$ cat src/rtl/opr_pkg.sv
package opr_pkg;

    localparam int WORD_W = 12;
    localparam int HALF_W = WORD_W / 2;
    localparam int RING_W = WORD_W + 1;

    // function bit positions within the operate word
    localparam int B_CLR_ACC  = 7;
    localparam int B_CLR_LNK  = 6;
    localparam int B_INV_ACC  = 5;
    localparam int B_INV_LNK  = 4;
    localparam int B_ROT_R    = 3;
    localparam int B_ROT_L    = 2;
    localparam int B_TWICE    = 1;
    localparam int B_INC      = 0;

    localparam logic [3:0] GRP1_CODE = 4'b1110;

    typedef logic [WORD_W-1:0] word_t;

    typedef enum logic [1:0] {
        SH_NONE  = 2'd0,
        SH_RIGHT = 2'd1,
        SH_LEFT  = 2'd2,
        SH_SWAP  = 2'd3
    } shift_kind_e;

    typedef struct packed {
        logic        is_grp1;
        logic        clr_acc;
        logic        clr_lnk;
        logic        inv_acc;
        logic        inv_lnk;
        logic        inc;
        shift_kind_e shift;
        logic        twice;
    } opr_ctl_t;

    typedef struct packed {
        logic  lnk;
        word_t acc;
    } ring_t;

    function automatic ring_t ring_rot_right(input ring_t r);
        ring_t o;
        o.lnk = r.acc[0];
        o.acc = {r.lnk, r.acc[WORD_W-1:1]};
        return o;
    endfunction

    function automatic ring_t ring_rot_left(input ring_t r);
        ring_t o;
        o.lnk = r.acc[WORD_W-1];
        o.acc = {r.acc[WORD_W-2:0], r.lnk};
        return o;
    endfunction

endpackage

$ cat src/rtl/opr_decode.sv
module opr_decode
    import opr_pkg::*;
(
    input  word_t    instr_i,
    output opr_ctl_t ctl_o
);
    always_comb begin
        ctl_o.is_grp1 = (instr_i[WORD_W-1:WORD_W-4] == GRP1_CODE);
        ctl_o.clr_acc = instr_i[B_CLR_ACC];
        ctl_o.clr_lnk = instr_i[B_CLR_LNK];
        ctl_o.inv_acc = instr_i[B_INV_ACC];
        ctl_o.inv_lnk = instr_i[B_INV_LNK];
        ctl_o.inc     = instr_i[B_INC];
        ctl_o.twice   = instr_i[B_TWICE];
        // right rotate wins when both directions are requested (undefined case)
        if (instr_i[B_ROT_R])
            ctl_o.shift = SH_RIGHT;
        else if (instr_i[B_ROT_L])
            ctl_o.shift = SH_LEFT;
        else if (instr_i[B_TWICE])
            ctl_o.shift = SH_SWAP;
        else
            ctl_o.shift = SH_NONE;
    end
endmodule

$ cat src/rtl/opr_arith.sv
module opr_arith
    import opr_pkg::*;
(
    input  opr_ctl_t ctl_i,
    input  ring_t    ring_i,
    output ring_t    ring_o
);
    ring_t after_clr;
    ring_t after_inv;

    // step 1: clears
    always_comb begin
        after_clr.acc = ctl_i.clr_acc ? '0 : ring_i.acc;
        after_clr.lnk = ctl_i.clr_lnk ? 1'b0 : ring_i.lnk;
    end

    // step 2: complements
    always_comb begin
        after_inv.acc = ctl_i.inv_acc ? ~after_clr.acc : after_clr.acc;
        after_inv.lnk = ctl_i.inv_lnk ? ~after_clr.lnk : after_clr.lnk;
    end

    // step 3: increment over the full ring, carry out of acc toggles link
    always_comb begin
        logic [WORD_W:0] sum;
        sum = {1'b0, after_inv.acc} + {{WORD_W{1'b0}}, ctl_i.inc};
        ring_o.acc = sum[WORD_W-1:0];
        ring_o.lnk = after_inv.lnk ^ sum[WORD_W];
    end
endmodule

$ cat src/rtl/opr_shift.sv
module opr_shift
    import opr_pkg::*;
(
    input  opr_ctl_t ctl_i,
    input  ring_t    ring_i,
    output ring_t    ring_o
);
    ring_t rr1, rr2, rl1, rl2;
    word_t swapped;

    assign rr1 = ring_rot_right(ring_i);
    assign rr2 = ring_rot_right(rr1);
    assign rl1 = ring_rot_left(ring_i);
    assign rl2 = ring_rot_left(rl1);

    for (genvar gi = 0; gi < HALF_W; gi++) begin : g_swap
        assign swapped[gi]          = ring_i.acc[gi + HALF_W];
        assign swapped[gi + HALF_W] = ring_i.acc[gi];
    end

    // step 4: rotate or half swap
    always_comb begin
        unique case (ctl_i.shift)
            SH_RIGHT: ring_o = ctl_i.twice ? rr2 : rr1;
            SH_LEFT:  ring_o = ctl_i.twice ? rl2 : rl1;
            SH_SWAP:  ring_o = '{lnk: ring_i.lnk, acc: swapped};
            default:  ring_o = ring_i;
        endcase
    end
endmodule

$ cat src/rtl/acc_opr_unit.sv
module acc_opr_unit
    import opr_pkg::*;
(
    input  logic              clk,
    input  logic              rst,
    input  logic              strobe_i,
    input  logic [WORD_W-1:0] instr_i,
    input  logic [WORD_W-1:0] acc_i,
    input  logic              link_i,
    output logic [WORD_W-1:0] acc_o,
    output logic              link_o
);
    opr_ctl_t ctl;
    ring_t    ring_in, ring_mid, ring_fin, ring_next;

    assign ring_in = '{lnk: link_i, acc: acc_i};

    opr_decode u_dec (
        .instr_i (instr_i),
        .ctl_o   (ctl)
    );

    opr_arith u_arith (
        .ctl_i  (ctl),
        .ring_i (ring_in),
        .ring_o (ring_mid)
    );

    opr_shift u_shift (
        .ctl_i  (ctl),
        .ring_i (ring_mid),
        .ring_o (ring_fin)
    );

    assign ring_next = ctl.is_grp1 ? ring_fin : ring_in;

    always_ff @(posedge clk) begin
        if (rst) begin
            acc_o  <= '0;
            link_o <= 1'b0;
        end else if (strobe_i) begin
            acc_o  <= ring_next.acc;
            link_o <= ring_next.lnk;
        end
    end
endmodule

$ cat config.mk
export PLATFORM = sky130hd
export DESIGN_NAME = acc_opr_unit
export DESIGN_NICKNAME = d
export VERILOG_FILES = /design/src/rtl/opr_pkg.sv /design/src/rtl/opr_decode.sv /design/src/rtl/opr_arith.sv /design/src/rtl/opr_shift.sv /design/src/rtl/acc_opr_unit.sv
export SDC_FILE = /design/constraint.sdc
export NUM_CORES = 1
export LEC_CHECK = 0
export BUFFER_PORTS_ARGS = -buffer_cell sky130_fd_sc_hd__clkbuf_2
export CORE_ASPECT_RATIO = 1.5
export CORE_MARGIN = 3
export CORE_UTILIZATION = 51
export CTS_CLUSTER_SIZE = 12
export DETAILED_ROUTE_END_ITERATION = 6
export PLACE_DENSITY = 0.82
export SKIP_CTS_REPAIR_TIMING = 1
export SLEW_MARGIN = 0
export SYNTH_ARGS = -nofsm -noshare
export SYNTH_HDL_FRONTEND = slang
export SYNTH_SLANG_ARGS = --single-unit
$ cat constraint.sdc
create_clock -name clk -period 3 [get_ports clk]
set_input_delay 0.3 -clock clk [delete_from_list [all_inputs] [get_ports clk]]
set_output_delay 0.3 -clock clk [all_outputs]
set_load 0.005 [all_outputs]
==> results.cfg <==
[routing]
first_iter_violations = 232
avgViaCountPerCell = 6.83
routed_wl_um = 6620
first_pass_iters = 5
routedWlPerCell_um = 18.1
ant_nets = 0
drc_errors = 0
vias = 2499

[setup_path]
cp_common_cell = xnor2_1
critPathCaptureType = flip-flop
start_kind = primary input
crit_arrival_ns = 2.70
crit_type = primary input to flip-flop
crit_chain = clkbuf_2, nor2b_1, xnor2_1, ha_1, buf_4, and2_1, a32oi_1, a221oi_2, xnor2_1, o221ai_1, a31oi_1, a211oi_1
cp.required_ns = 3.12
max_stage_delay_ns = 0.57
crit_fanout = 7
cpMaxStageDelayCell = xnor2_1

[synth]
yosys.area.top_type = dfxtp_1
synth_top_family_by_area = compound AO/OA/AOI/OAI gates
yosys-top-cells-count = a21oi_1 (33), nand2_1 (26), nor2_1 (24)
yosys-top-cells-area = dfxtp_1 (13%), a21oi_1 (8.2%), xnor2_1 (5.7%)
synth_fp_nets = 326
syn_area_per_cell_um2 = 6.77
syn_area_mm2 = 0.00200
synthArstFlopShare_pct = 0
synth.yosys.seq_area_share_pct = 13.0
synth.top_cell.area_share_pct = 13.0
synthCells = 296
synthSimpleGateAreaFrac_pct = 28.1
yosys.cell_types.count = 55
ys_seq_elements = 13
synth_mux_area_share_pct = 1.56
yosys_most_used_dff = dfxtp_1
synth-adder-area-share_pct = 1.25
synth.most_common_cell = a21oi_1
synth_compound_area_share_pct = 41.4
synth-xor-area-share_pct = 6.99
synth-edff-count = 0
yosys_warnings = 0

[timing]
setup_viol = 0
fin_crit_sh_pct = 86.1
skew_ns = 0
finalHoldViolCount = 0
rsz0062_at_grt = false
maxSlewViolCount = 0
period_needed_ns = 2.58
fmax_mhz = 387
relSlewSlack_pct = 56.9
worstMarginPinSlew_ns = 0.641
fin_setup_tns_ns = 0

[clock_network]
h-tree-depth = 1
clock_latency_ns = 0.25
clockBufferDepth = 2
cts_inserted_buffers = 3
clkTransAtPathRegs_ns = 0.06
cts_tree = yes
root_buffer = clkbuf_8
cts.sinks = 13

[run]
cap_violations = 0

[finish]
post-route-util_pct = 60.6
syn2layout_area_growth_pct = 12.4
antenna_cells = 0
nets = 354
drive_gt1_share_pct = 21.7

[global_route]
grt_usage_pct = 29.3
grt_pass1_vias = 2293
overflow = 0
grt_max_degree = 25
grt_antenna_before_repair = 0
grt_pass1_wl_um = 11000

[die]
initial_core_util_pct = 53.9
die_h_um = 82.8
dieWidth_um = 57.2
rows = 27
core_area_mm2 = 0.00372
ios = 41
dieArea_mm2 = 0.00473

[place]
gp_congestion = 1.00
place_hpwl_um = 5010
port_buffers = 40

[power]
power_mw = 0.675
power_leakage_nw = 0.851
power.density_mw_per_mm2 = 300
ir_worst_vdd_uv = 355

[status]
outcome = complete, no violations

[worst_hold_path]
hp-class = primary input to flip-flop
==> logic make-up after synthesis <==
| family | count (synthesis) |
|---|---|
| AO/OA/AOI/OAI | 119 |
| AND/OR/NAND/NOR | 109 |
| buffers and inverters | 34 |
| XOR/XNOR | 16 |
| flip-flops | 13 |
| multiplexers | 3 |
| adder cells (fa/ha/maj) | 2 |
==> area by class of cell <==
cell class                      count  area, um2
Clock buffer                        4       45.0
Sequential cell                    13        260
Inverter                            6       22.5
Fill cell                         402       1460
Tap cell                           43       53.8
Multi-Input combinational cell    249       1590
Timing Repair Buffer               51        283
==> registers in the layout (all words and copies together), names as in the netlist <==
signal,flops
link_o,1
acc_o,12
==> cell usage in the layout (no fill, tap or decap), drive strengths merged, types with 2 or more instances in the layout <==
| cell type | instances |
|---|---|
| a21o | 4 |
| o22ai | 9 |
| nor4 | 4 |
| a221oi | 8 |
| inv | 5 |
| nor2b | 10 |
| ha | 2 |
| o2111ai | 3 |
| o21ai | 24 |
| a2111oi | 3 |
| buf | 11 |
| and3 | 4 |
| clkbuf | 44 |
| a21oi | 33 |
| a31oi | 5 |
| xnor2 | 13 |
| dfxtp | 13 |
| o21bai | 2 |
| a311oi | 5 |
| nand3 | 4 |
| o21a | 2 |
| mux2i | 2 |
| a211o | 2 |
| nor2 | 24 |
| or2 | 4 |
| or3 | 2 |
| nand2b | 8 |
| nor3 | 11 |
| nand2 | 26 |
| and2 | 3 |
| a211oi | 4 |
| nor3b | 2 |
| o221ai | 7 |
| nand4 | 3 |
| xor2 | 3 |
| a32oi | 3 |
==> per-stage QoR <==
step                      instance area (um2)  worst slack (ns)  hold slack, ns  cells
after floorplan                          2000            0.0202           0.376    296
after global placement                   2210             0.224           0.451    362
after detailed placement                 2210             0.199           0.459    362
after CTS                                2250             0.460           0.459    366
after global routing                     2250             0.254           0.492    366
final                                    2250             0.418           0.457    366
==> critical path: cells and delay by family <==
family                     cells  cell delay (ns)
AOI/OAI and AO/OA              5             0.95
and+or+nand+nor                2             0.30
adders and majority gates      1             0.19
xor gates and xnor gates       2             0.69
buffers and inverters          2             0.26
==> path summary, 6_finish.rpt <==
check / startpoint / endpoint / slack (ns) / cells past startpoint
min: link_i / link_o / 0.46 / 3
min reg2reg: link_o / link_o / 0.46 / 2
max: acc_i[0] / acc_o[3] / 0.42 / 12
max reg2reg: acc_o[9] / acc_o[9] / 2.14 / 2
==> report_power, final <==
| group | switching (mW) | internal, mW |
|---|---|---|
| combinational | 0.199 | 0.124 |
| clock | 0.0669 | 0.0940 |
| sequential | 0.00638 | 0.185 |
==> metal layers <==
layer	wire, um	global-route usage, %	share of wire (%)	up-vias
met5	0	0	0	-
met4	256	17.4	3.9	0
met3	559	3.25	8.4	24
met2	3270	49.2	49	152
met1	2530	35.8	38	1143
li1	-	-	-	1180
(Power assumes the default switching activity.)
